===== src/rtl/drc_pkg.sv =====
package drc_pkg;

   function automatic bit is_pow2(input int v);
      return (v > 0) && ((v & (v - 1)) == 0);
   endfunction

   function automatic int max2(input int a, input int b);
      return (a > b) ? a : b;
   endfunction

endpackage


===== src/rtl/drc_addr_gen.sv =====
module drc_addr_gen
   import drc_pkg::*;
#(
   parameter int ADDR_W     = 32,
   parameter int IDX_W      = 12,
   parameter int DESC_BYTES = 16
) (
   input  logic [ADDR_W-1:0] base,
   input  logic [IDX_W-1:0]  idx,
   output logic [ADDR_W-1:0] addr
);

   generate
      if (is_pow2(DESC_BYTES)) begin : g_shift
         localparam int SH = $clog2(DESC_BYTES);
         assign addr = base + (ADDR_W'(idx) << SH);
      end else begin : g_mul
         assign addr = base + ADDR_W'(idx) * ADDR_W'(DESC_BYTES);
      end
   endgenerate

endmodule


===== src/rtl/drc_fetch.sv =====
module drc_fetch
   import drc_pkg::*;
#(
   parameter int ADDR_W     = 32,
   parameter int IDX_W      = 12,
   parameter int DEPTH      = 16,
   parameter int DESC_BYTES = 16,
   parameter int CNT_W      = 5
) (
   input  logic              clk,
   input  logic              rst,
   input  logic [ADDR_W-1:0] base,
   input  logic [IDX_W-1:0]  len,
   input  logic [IDX_W-1:0]  tail,
   input  logic [CNT_W-1:0]  used,
   input  logic [CNT_W-1:0]  unused,
   input  logic              ld,
   input  logic [IDX_W-1:0]  ld_val,
   output logic              req_valid,
   input  logic              req_ready,
   output logic [ADDR_W-1:0] req_addr,
   output logic [CNT_W-1:0]  req_cnt,
   input  logic              done,
   output logic [IDX_W-1:0]  cptr,
   output logic              fill_en,
   output logic              busy
);

   localparam int MW  = max2(IDX_W, CNT_W);
   localparam int IW1 = IDX_W + 1;

   logic              wait_q;
   logic [IDX_W-1:0]  avail;
   logic [CNT_W-1:0]  free_slots;
   logic [MW-1:0]     cnt_sel;
   logic [CNT_W-1:0]  fcnt;
   logic [ADDR_W-1:0] addr_c;
   logic [IW1-1:0]    ptr_sum;
   logic              fire;

   drc_addr_gen #(.ADDR_W(ADDR_W), .IDX_W(IDX_W), .DESC_BYTES(DESC_BYTES)) u_ag (
      .base (base),
      .idx  (cptr),
      .addr (addr_c)
   );

   always_comb begin
      if (len == '0)
         avail = '0;
      else if (tail >= cptr)
         avail = tail - cptr;
      else
         avail = len - cptr;
      free_slots = CNT_W'(DEPTH) - used - unused;
      cnt_sel    = (MW'(avail) > MW'(free_slots)) ? MW'(free_slots) : MW'(avail);
      fcnt       = CNT_W'(cnt_sel);
      ptr_sum    = IW1'(cptr) + IW1'(req_cnt);
   end

   assign busy    = req_valid | wait_q;
   assign fire    = !busy && !ld && (fcnt != '0);
   assign fill_en = wait_q && done;

   always_ff @(posedge clk) begin
      if (rst) begin
         req_valid <= 1'b0;
         wait_q    <= 1'b0;
         req_addr  <= '0;
         req_cnt   <= '0;
         cptr      <= '0;
      end else begin
         if (fire) begin
            req_valid <= 1'b1;
            req_addr  <= addr_c;
            req_cnt   <= fcnt;
         end else if (req_valid && req_ready) begin
            req_valid <= 1'b0;
            wait_q    <= 1'b1;
         end
         if (fill_en) begin
            wait_q <= 1'b0;
            cptr   <= (ptr_sum == IW1'(len)) ? '0 : IDX_W'(ptr_sum);
         end else if (ld) begin
            cptr <= ld_val;
         end
      end
   end

   p_fetch_no_wrap_r2: assert property (@(posedge clk) disable iff (rst)
      (req_valid && $stable(len)) |-> ((IW1'(cptr) + IW1'(req_cnt)) <= IW1'(len)));

   p_fetch_cap_r3: assert property (@(posedge clk) disable iff (rst)
      req_valid |-> ((32'(used) + 32'(unused) + 32'(req_cnt)) <= 32'(DEPTH)));

   p_fetch_nonzero_r4: assert property (@(posedge clk) disable iff (rst)
      req_valid |-> (req_cnt != '0));

   p_rd_hold_r12: assert property (@(posedge clk) disable iff (rst)
      (req_valid && !req_ready) |=> (req_valid && $stable(req_addr) && $stable(req_cnt)));

endmodule


===== src/rtl/drc_writeback.sv =====
module drc_writeback
   import drc_pkg::*;
#(
   parameter int ADDR_W     = 32,
   parameter int IDX_W      = 12,
   parameter int DESC_BYTES = 16,
   parameter int CNT_W      = 5
) (
   input  logic              clk,
   input  logic              rst,
   input  logic [ADDR_W-1:0] base,
   input  logic [IDX_W-1:0]  len,
   input  logic [CNT_W-1:0]  used,
   input  logic [CNT_W-1:0]  mask,
   input  logic              start,
   input  logic              ld,
   input  logic [IDX_W-1:0]  ld_val,
   output logic              req_valid,
   input  logic              req_ready,
   output logic [ADDR_W-1:0] req_addr,
   output logic [CNT_W-1:0]  req_cnt,
   input  logic              done,
   output logic [IDX_W-1:0]  head,
   output logic              retire_en,
   output logic              busy
);

   localparam int WW  = max2(IDX_W, CNT_W) + 1;
   localparam int IW1 = IDX_W + 1;

   logic              wait_q;
   logic              retry_q;
   logic [WW-1:0]     hsum;
   logic [IDX_W-1:0]  room;
   logic [CNT_W-1:0]  n;
   logic [ADDR_W-1:0] addr_c;
   logic [IW1-1:0]    head_sum;
   logic              try_wb;

   drc_addr_gen #(.ADDR_W(ADDR_W), .IDX_W(IDX_W), .DESC_BYTES(DESC_BYTES)) u_ag (
      .base (base),
      .idx  (head),
      .addr (addr_c)
   );

   always_comb begin
      hsum = WW'(head) + WW'(used);
      room = len - head;
      if (hsum >= WW'(len))
         n = CNT_W'(room);
      else if (mask != '0)
         n = used & ~mask;
      else
         n = used;
      head_sum = IW1'(head) + IW1'(req_cnt);
   end

   assign busy      = req_valid | wait_q;
   assign try_wb    = (start | retry_q) && !busy;
   assign retire_en = wait_q && done;

   always_ff @(posedge clk) begin
      if (rst) begin
         req_valid <= 1'b0;
         wait_q    <= 1'b0;
         retry_q   <= 1'b0;
         req_addr  <= '0;
         req_cnt   <= '0;
         head      <= '0;
      end else begin
         if (try_wb) begin
            retry_q <= 1'b0;
            if (n != '0) begin
               req_valid <= 1'b1;
               req_addr  <= addr_c;
               req_cnt   <= n;
            end
         end else if (req_valid && req_ready) begin
            req_valid <= 1'b0;
            wait_q    <= 1'b1;
         end
         if (retire_en) begin
            wait_q  <= 1'b0;
            retry_q <= (used != req_cnt);
            head    <= (head_sum >= IW1'(len)) ? IDX_W'(head_sum - IW1'(len))
                                               : IDX_W'(head_sum);
         end else if (ld) begin
            head <= ld_val;
         end
      end
   end

   p_wb_no_wrap_r7: assert property (@(posedge clk) disable iff (rst)
      (req_valid && $stable(len)) |-> ((IW1'(head) + IW1'(req_cnt)) <= IW1'(len)));

   p_wb_nonzero_r8: assert property (@(posedge clk) disable iff (rst)
      req_valid |-> (req_cnt != '0));

   p_wr_hold_r12: assert property (@(posedge clk) disable iff (rst)
      (req_valid && !req_ready) |=> (req_valid && $stable(req_addr) && $stable(req_cnt)));

endmodule


===== src/rtl/drc_occupancy.sv =====
module drc_occupancy #(
   parameter int DEPTH = 16,
   parameter int CNT_W = 5
) (
   input  logic             clk,
   input  logic             rst,
   input  logic             fill_en,
   input  logic [CNT_W-1:0] fill_cnt,
   input  logic             retire_en,
   input  logic [CNT_W-1:0] retire_cnt,
   input  logic             consume,
   output logic [CNT_W-1:0] unused,
   output logic [CNT_W-1:0] used
);

   logic take;

   assign take = consume && (unused != '0);

   always_ff @(posedge clk) begin
      if (rst) begin
         unused <= '0;
         used   <= '0;
      end else begin
         unused <= unused + (fill_en ? fill_cnt : '0) - CNT_W'(take);
         used   <= used + CNT_W'(take) - (retire_en ? retire_cnt : '0);
      end
   end

   p_occ_bound_r3: assert property (@(posedge clk) disable iff (rst)
      (32'(used) + 32'(unused)) <= 32'(DEPTH));

   p_retire_le_used_r9: assert property (@(posedge clk) disable iff (rst)
      retire_en |-> (retire_cnt <= used));

   p_consume_empty_r6: assert property (@(posedge clk) disable iff (rst)
      (consume && unused == '0 && !fill_en) |=> (unused == '0));

endmodule


===== src/rtl/desc_ring_cache.sv =====
module desc_ring_cache #(
   parameter int ADDR_W     = 32,
   parameter int IDX_W      = 12,
   parameter int DEPTH      = 16,
   parameter int DESC_BYTES = 16,
   parameter int CNT_W      = $clog2(DEPTH + 1)
) (
   input  logic              clk,
   input  logic              rst,
   input  logic [ADDR_W-1:0] ring_base,
   input  logic [IDX_W-1:0]  ring_len,
   input  logic [IDX_W-1:0]  ring_tail,
   input  logic              head_wr,
   input  logic [IDX_W-1:0]  head_wr_val,
   input  logic [CNT_W-1:0]  wb_align,
   input  logic              wb_start,
   input  logic              consume,
   output logic              rd_valid,
   input  logic              rd_ready,
   output logic [ADDR_W-1:0] rd_addr,
   output logic [CNT_W-1:0]  rd_cnt,
   input  logic              rd_done,
   output logic              wr_valid,
   input  logic              wr_ready,
   output logic [ADDR_W-1:0] wr_addr,
   output logic [CNT_W-1:0]  wr_cnt,
   input  logic              wr_done,
   output logic [IDX_W-1:0]  ring_head,
   output logic [IDX_W-1:0]  cache_ptr,
   output logic [CNT_W-1:0]  unused_cnt,
   output logic [CNT_W-1:0]  used_cnt,
   output logic              cfg_err
);

   initial begin
      a_depth_ok: assert (DEPTH >= 1 && CNT_W >= $clog2(DEPTH + 1))
         else $error("cache depth or count width out of range");
      a_idx_ok: assert (IDX_W >= 1 && ADDR_W >= IDX_W)
         else $error("index or address width out of range");
      a_desc_ok: assert (DESC_BYTES >= 1)
         else $error("descriptor size must be positive");
   end

   logic              fill_en, retire_en;
   logic              f_busy, w_busy;
   logic [ADDR_W-1:0] base_q;
   logic [IDX_W-1:0]  len_q;
   logic              geo_change, active;

   drc_occupancy #(.DEPTH(DEPTH), .CNT_W(CNT_W)) u_occ (
      .clk        (clk),
      .rst        (rst),
      .fill_en    (fill_en),
      .fill_cnt   (rd_cnt),
      .retire_en  (retire_en),
      .retire_cnt (wr_cnt),
      .consume    (consume),
      .unused     (unused_cnt),
      .used       (used_cnt)
   );

   drc_fetch #(.ADDR_W(ADDR_W), .IDX_W(IDX_W), .DEPTH(DEPTH),
               .DESC_BYTES(DESC_BYTES), .CNT_W(CNT_W)) u_fetch (
      .clk       (clk),
      .rst       (rst),
      .base      (ring_base),
      .len       (ring_len),
      .tail      (ring_tail),
      .used      (used_cnt),
      .unused    (unused_cnt),
      .ld        (head_wr),
      .ld_val    (head_wr_val),
      .req_valid (rd_valid),
      .req_ready (rd_ready),
      .req_addr  (rd_addr),
      .req_cnt   (rd_cnt),
      .done      (rd_done),
      .cptr      (cache_ptr),
      .fill_en   (fill_en),
      .busy      (f_busy)
   );

   drc_writeback #(.ADDR_W(ADDR_W), .IDX_W(IDX_W),
                   .DESC_BYTES(DESC_BYTES), .CNT_W(CNT_W)) u_wb (
      .clk       (clk),
      .rst       (rst),
      .base      (ring_base),
      .len       (ring_len),
      .used      (used_cnt),
      .mask      (wb_align),
      .start     (wb_start),
      .ld        (head_wr),
      .ld_val    (head_wr_val),
      .req_valid (wr_valid),
      .req_ready (wr_ready),
      .req_addr  (wr_addr),
      .req_cnt   (wr_cnt),
      .done      (wr_done),
      .head      (ring_head),
      .retire_en (retire_en),
      .busy      (w_busy)
   );

   assign geo_change = (ring_base != base_q) || (ring_len != len_q) || head_wr;
   assign active     = (unused_cnt != '0) || (used_cnt != '0) || f_busy || w_busy;

   always_ff @(posedge clk) begin
      base_q <= ring_base;
      len_q  <= ring_len;
      if (rst)
         cfg_err <= 1'b0;
      else if (geo_change && active)
         cfg_err <= 1'b1;
   end

   p_err_sticky_r11: assert property (@(posedge clk) disable iff (rst)
      cfg_err |=> cfg_err);

   p_head_load_r10: assert property (@(posedge clk) disable iff (rst)
      (head_wr && !w_busy) |=> (ring_head == $past(head_wr_val)));

endmodule


===== config.mk =====
export PLATFORM = sky130hd
export DESIGN_NAME = desc_ring_cache
export DESIGN_NICKNAME = d
export VERILOG_FILES = /design/src/rtl/drc_pkg.sv /design/src/rtl/drc_addr_gen.sv /design/src/rtl/drc_fetch.sv /design/src/rtl/drc_writeback.sv /design/src/rtl/drc_occupancy.sv /design/src/rtl/desc_ring_cache.sv
export SDC_FILE = /design/constraint.sdc
export NUM_CORES = 1
export LEC_CHECK = 0
export BUFFER_PORTS_ARGS = -buffer_cell sky130_fd_sc_hd__buf_2
export CAP_MARGIN = 30
export CORE_MARGIN = 2
export CORE_UTILIZATION = 35
export CTS_CLUSTER_SIZE = 16
export DETAILED_ROUTE_END_ITERATION = 12
export GPL_ROUTABILITY_DRIVEN = 0
export PLACE_DENSITY_LB_ADDON = 0.2
export SYNTH_ARGS = -nofsm -noshare
export SYNTH_HDL_FRONTEND = slang
export SYNTH_SLANG_ARGS = --single-unit

===== constraint.sdc =====
create_clock -name clk -period 8.65 [get_ports clk]
set_input_delay 0.4325 -clock clk [delete_from_list [all_inputs] [get_ports clk]]
set_output_delay 0.4325 -clock clk [all_outputs]
set_load 0.01 [all_outputs]

==> metrics.yaml, run 1 <==
track_usage_pct: 22.6
timing.max_cap.violations: 0
async_flop_share_pct: 0
hold_ws_ps: 164
post_cts_resized: 0
synth_cells: 1468
num_rows: 69
antenna_found_initial: 1
route.met3.wl_um: 2900
postRouteWirelength_um: 42200
max_slew_margin_pct: 30.1
syn_area_per_cell_um2: 8.49
chipWidth_um: 193
ys_seq_area_share_pct: 25.4
cp_top_family: "compound AO/OA/AOI/OAI gates"
cts_tree: "built"
critical_path_arrival_ps: 5970
final_layout_size_suffix_gt1_share_pct: 17.3
area_growth_syn_to_layout_pct: 15.3
yosys_warnings: 0
first_pass_iters: 5
die_area_um2: 37100
hold_class: "input port to register"
path_cells: "inv_1 > ha_1 > a21oi_2 > o211ai_1 > nand3_2 > a21oi_4 > or3_1 > a21oi_1 > ha_1 > o21ai_0 > a21oi_1 > o31a_1 > a2111o_1 > nor4_1 > and4_1 > nor3_4 > mux2_4 > mux2_2"
min_period_ps: 5650
rsz0062_at_grt: "no"
grt_pass1_vias: 10900
cts.sinks: 158
ys_ff_latch: 158
synth_area_um2: 12500
fin_cells: 2095
final_nets: 1832
power_leakage_uw: 0.00641
wl_per_cell_um: 20.1
synthTopCellsByArea: "dfxtp_1 (25%), ha_1 (12%), xnor2_1 (8.5%)"
synthesis.nets: 1680
postRouteAntennaNets: 0
yosysTopAreaCellShare_pct: 25.4
io_buffers: 192
max_slew.worst_pin.slew_ps: 1040
cp_slowest_cell: "mux2_4"
crit_type: "register to register"
finalCritPeriodShare_pct: 65.3
worstPathMaxFanout: 33
fp.dieH_um: 193
tns_ps: 0
hpwl_um: 33500
vias_per_cell: 5.47
cts_max_level: 4
clock_latency_ps: 430
highest_layer: "met4"
grt_max_degree: 94
fillers: 3630
status: "completed"
setup_violations: 0
slowest_delay_ps: 640
fmax_ghz: 0.177
ctsHoldBuffers: 0
crit_path_end_kind: "register"
finalClockSkew_ps: 11.9
path_clk_slew_ps: 70
yosysTopAreaCell: "dfxtp_1"
cp.required_ps: 8960
synth_commonest_cells: "dfxtp_1 (158), nor2_1 (141), xnor2_1 (121)"
num_io_pins: 193
m1WireLength_um: 18400
cts_buffers: 17
drc: 0
clk_path_buf_depth: 2
ys.flop_type: "dfxtp_1"
yosysUniqueCellTypes: 86
crit_buf_inv: 1
vias: 11500
grt_pass1_wl_um: 63200
synth_edf_count: 0
core-area_um2: 35300
overflow: 0
start_util_pct: 35.3
yosysMostFrequentCell: "dfxtp_1"
peakVddDrop_mv: 0.139
power_density_nw_per_um2: 246
placed_cells: 2062
report.final.slew_viol_count: 0
startpoint_type: "register"
cts_setup_buffers: 0
wl_met2_um: 19300
cts-root-buf: "clkbuf_16"
finalHoldViolCount: 0
drtIter0Drc: 733
## through the flow
step	utilization (%)	total power, uW	setup WS, ps	area (um^2)
2_1_floorplan	-	2250	3830	12500
3_3_place_gp	39.0	2730	3290	13800
3_5_place_dp	39.0	2750	3060	13800
4_1_cts	40.7	3560	3030	14400
5_1_grt	40.7	3800	2570	14400
6_report	40.7	3530	3000	14400
## area by class of cell
type | instances | area, um^2 | area share (%)
sequential | 158 | 3160 | 22.0
timing repair buffer | 194 | 978 | 6.81
multi-input combinational | 1159 | 8710 | 60.6
clock buffer | 18 | 439 | 3.06
clock inverter | 13 | 165 | 1.15
inverter | 90 | 338 | 2.35
tap | 461 | 577 | 4.01
antenna | 2 | 5.00 | 0.0348
## flip-flops by register name, indices dropped and copies added, names as in the netlist, 5 cells and up
name	cells
u_occ.used	5
u_fetch.cptr	12
u_fetch.req_cnt	5
u_wb.head	12
u_wb.req_addr	32
len_q	12
u_occ.unused	5
u_fetch.req_addr	32
base_q	32
u_wb.req_cnt	5
## cells in the final DEF (no fill, tap or decap), types with 9 or more instances in the layout
cell	n
buf_2	191
xnor2_1	121
o211ai_1	10
nand2b_1	28
nand2_1	84
inv_1	88
nand4_1	22
mux2i_1	38
nor2b_1	43
ha_1	118
a31oi_1	11
a21o_1	34
xor2_1	44
nand3_1	27
a221oi_1	9
nor3_1	23
a21oi_1	95
or3_1	15
a21boi_0	10
dfxtp_1	158
fa_1	12
o21ai_0	39
nor4_1	16
nor2_1	141
clkbuf_16	17
a2111oi_0	10
and3_1	13
a211oi_1	33
mux2_4	23
## per-layer routing
| metal | up-vias | global-route usage [%] |
|---|---|---|
| li1 | 5556 | - |
| met1 | 5432 | 29.0 |
| met2 | 389 | 37.5 |
| met3 | 77 | 3.87 |
| met4 | 0 | 8.84 |
| met5 | - | 0 |
## cells by family (layout without fill, tap and decap cells)
group                    count (synthesis)  count (layout)  synth area share, %
AO/OA/AOI/OAI                          327             327                 18.0
buffers and inverters                  151             315                 4.85
AND/OR/NAND/NOR                        464             464                 19.2
adder cells (fa/ha/maj)                130             130                 13.8
XOR/XNOR                               168             168                 12.1
flip-flops                             158             158                 25.4
multiplexers                            70              70                 6.63
other                                    0               2                    0
## where the power goes
part | internal, uW | switching, uW | total (uW)
Combinational | 767 | 942 | 1710
Clock | 463 | 331 | 793
Sequential | 875 | 156 | 1030
Total | 2100 | 1430 | 3530
## final timing paths
check | startpoint | endpoint | slack, ps | cells past startpoint
worst max-delay path | u_fetch.cptr[5]$_SDFFE_PP0P_ | u_fetch.req_addr[31]$_SDFFE_PP0P_ | 3000 | 18
worst min-delay path | ring_base[1] | base_q[1]$_DFF_P_ | 160 | 1
worst max register to register | u_fetch.cptr[5]$_SDFFE_PP0P_ | u_fetch.req_addr[31]$_SDFFE_PP0P_ | 3000 | 18
worst min register to register | u_fetch.req_addr[8]$_SDFFE_PP0P_ | u_fetch.req_addr[8]$_SDFFE_PP0P_ | 470 | 2
Note: power is estimated with default switching activity, not from simulation.
==> run 2, diff against run 1 <==
clock period = 5.4 ns   (was 8.65 ns; I/O delays follow)
==> run 2 against run 1 <==
First-iteration DRC count down 12%. Cell area up 1.5%. Non-clock buffer count grew 22. Sequential share of layout area fell by 0.33 points. Register-to-register slack got worse by 2700 ps. Worst setup slack got worse by 2700 ps. Maximum frequency grew 9.9%. Die area unchanged. Highest routed layer is now met5.
==> metrics.yaml, run 2 (synthesis results as in run 1) <==
cp_slowest_cell: "mux2_8"
chipWidth_um: 193  # unchanged
max_slew.worst_pin.slew_ps: 974  # -63.7 ps
path_clk_slew_ps: 70  # about the same
fin_cells: 2118  # +1.1%
startpoint: "u_fetch.cptr[9]$_SDFFE_PP0P_"
hpwl_um: 34000  # +1.3%
hold_ws_ps: 20.3  # -143 ps
final_nets: 1855  # +1.3%
drc: 0  # unchanged
wl_per_cell_um: 20.3  # +0.69%
cts_tree: "built"
power_density_nw_per_um2: 393  # +60%
tns_ps: 0  # unchanged
clock_latency_ps: 460  # +30 ps
vias: 11500  # +0.35%
cts_buffers: 17  # unchanged
fp.dieH_um: 193  # unchanged
hold_depth: 1  # unchanged
start_util_pct: 35.3  # unchanged
vias_per_cell: 5.43  # -0.74%
crit_path_end_kind: "register"
postRouteWirelength_um: 43000  # +1.8%
first_pass_iters: 5  # unchanged
timing.max_cap.violations: 0  # unchanged
grt_max_degree: 75  # -20%
cp.required_ps: 5730  # -3230 ps
startpoint_type: "register"
placed_cells: 2077  # +0.73%
reg2regPathDepth: 18  # unchanged
postRouteAntennaNets: 0  # unchanged
largestRegisters: "base_q (32), u_fetch.req_addr (32), u_wb.req_addr (32)"
fmax_ghz: 0.194  # +9.9%
multi_input_area_um2: 8740  # +0.34%
final_layout_size_suffix_gt1_share_pct: 18.2  # +0.90 points
max_slew_margin_pct: 35.1  # +5.0 points
met2_usage_pct: 38.2  # +0.66 points
grt_pass1_wl_um: 64200  # +1.6%
place_ws_ps: 114  # -2950 ps
cp_top_family: "compound AO/OA/AOI/OAI gates"
peakVddDrop_mv: 0.279  # +100%
grt_pass1_vias: 11000  # +1.1%
crit_cells: 18  # unchanged
finalCritPeriodShare_pct: 95.3  # +30 points
min_period_ps: 5140  # -508 ps
critical_path_arrival_ps: 5470  # -500 ps
crit_buf_inv: 1  # unchanged
path_cells: "inv_1 > ha_1 > nand2_1 > o41ai_4 > o21ai_2 > a21oi_4 > o21ai_0 > a21oi_2 > ha_1 > and4_1 > a21oi_1 > o31a_1 > a2111o_1 > nor4_1 > and4_1 > nor3_4 > mux2_8 > mux2_4"
fillers: 3624  # -0.17%
slowest_delay_ps: 530  # -110 ps
cts.sinks: 158  # unchanged
layout.cells.most_common: "buf_2"
power_leakage_uw: 0.00654  # +1.9%
io_buffers: 192  # unchanged
power_uw: 5740  # +62%
worstReg2RegStart: "u_fetch.cptr[9]$_SDFFE_PP0P_"
worstPathMaxFanout: 17  # -48%
overflow: 0  # unchanged
num_io_pins: 193  # unchanged
setup_violations: 0  # unchanged
setup_ws_ps: 256  # -2740 ps
crit_type: "register to register"
drtIter0Drc: 643  # -12%
finalClockSkew_ps: 15.1  # +3.21 ps
status: "completed"
antenna_found_initial: 1  # unchanged
finalHoldViolCount: 0  # unchanged
num_rows: 69  # unchanged
grtUsageMet3_pct: 4.42  # +0.55 points
cts-root-buf: "clkbuf_16"
ff2ff_setup_slack_ps: 260  # -2740 ps
die_area_um2: 37100  # unchanged
hold_class: "input port to register"
min_from: "ring_base[9]"
layout_common_cells: "buf_2 (191), dfxtp_1 (158), nor2_1 (141)"
report.final.slew_viol_count: 0  # unchanged
cts_max_level: 4  # unchanged
area_growth_syn_to_layout_pct: 17.1
track_usage_pct: 22.9  # +0.37 points
clk_path_buf_depth: 2  # unchanged
seqCellArea_um2: 3160  # unchanged
core-area_um2: 35300  # unchanged
busiest_layer: "met2"
grtUsageMet1_pct: 29.6  # +0.63 points
==> run 2: cell types whose count changed in the layout (fill, tap and decap cells not counted), sizes merged <==
cell         before  now
buf             194  210
dlygate4sd3       0    6
inv              91   97
clkinv            6    4
clkinvlp          3    1
bufinv            3    2
diode             2    1
mux2             31   32
==> run 2: area by class of cell <==
type	instances	area share (%)
Clock buffer	18	3.01
Tap cell	461	3.95
Antenna cell	1	0.0171
Timing Repair Buffer	216	8.03
Clock inverter	14	1.13
Multi-Input combinational cell	1160	59.9
Inverter	90	2.32
Sequential cell	158	21.7
==> run 2: final timing paths <==
check	endpoint
worst min-delay path	base_q[9]$_DFF_P_
worst max-delay path	u_fetch.req_addr[26]$_SDFFE_PP0P_
worst max register to register	u_fetch.req_addr[26]$_SDFFE_PP0P_
worst min register to register	u_fetch.req_addr[8]$_SDFFE_PP0P_
==> run 2: repair_timing <==
item	4_1_cts	5_1_grt
gates resized for setup	0	2
endpoints found under the setup margin	0	33
endpoints found under the hold margin	6	0
buffers inserted	0	1
hold buffers	6	0
==> run 2: power breakdown <==
group	switching, uW	total, uW	internal [uW]
Sequential	234	1630	1400
Combinational	1540	2800	1260
Clock	590	1300	710
==> run 2: stage by stage <==
| stage | utilization (%) | instance area, um^2 |
|---|---|---|
| after CTS | 41.2 | 14600 |
| after global placement | 39.3 | 13900 |
| after global routing | 41.3 | 14600 |
| after detailed placement | 39.3 | 13900 |
| after floorplan | - | 12500 |
| final | 41.3 | 14600 |
==> run 2: layer usage <==
| metal | share of wire (%) | vias up |
|---|---|---|
| li1 | - | 5589 |
| met1 | 44 | 5474 |
| met2 | 47 | 370 |
| met3 | 6.6 | 59 |
| met4 | 2.6 | 2 |
| met5 | 0.028 | - |
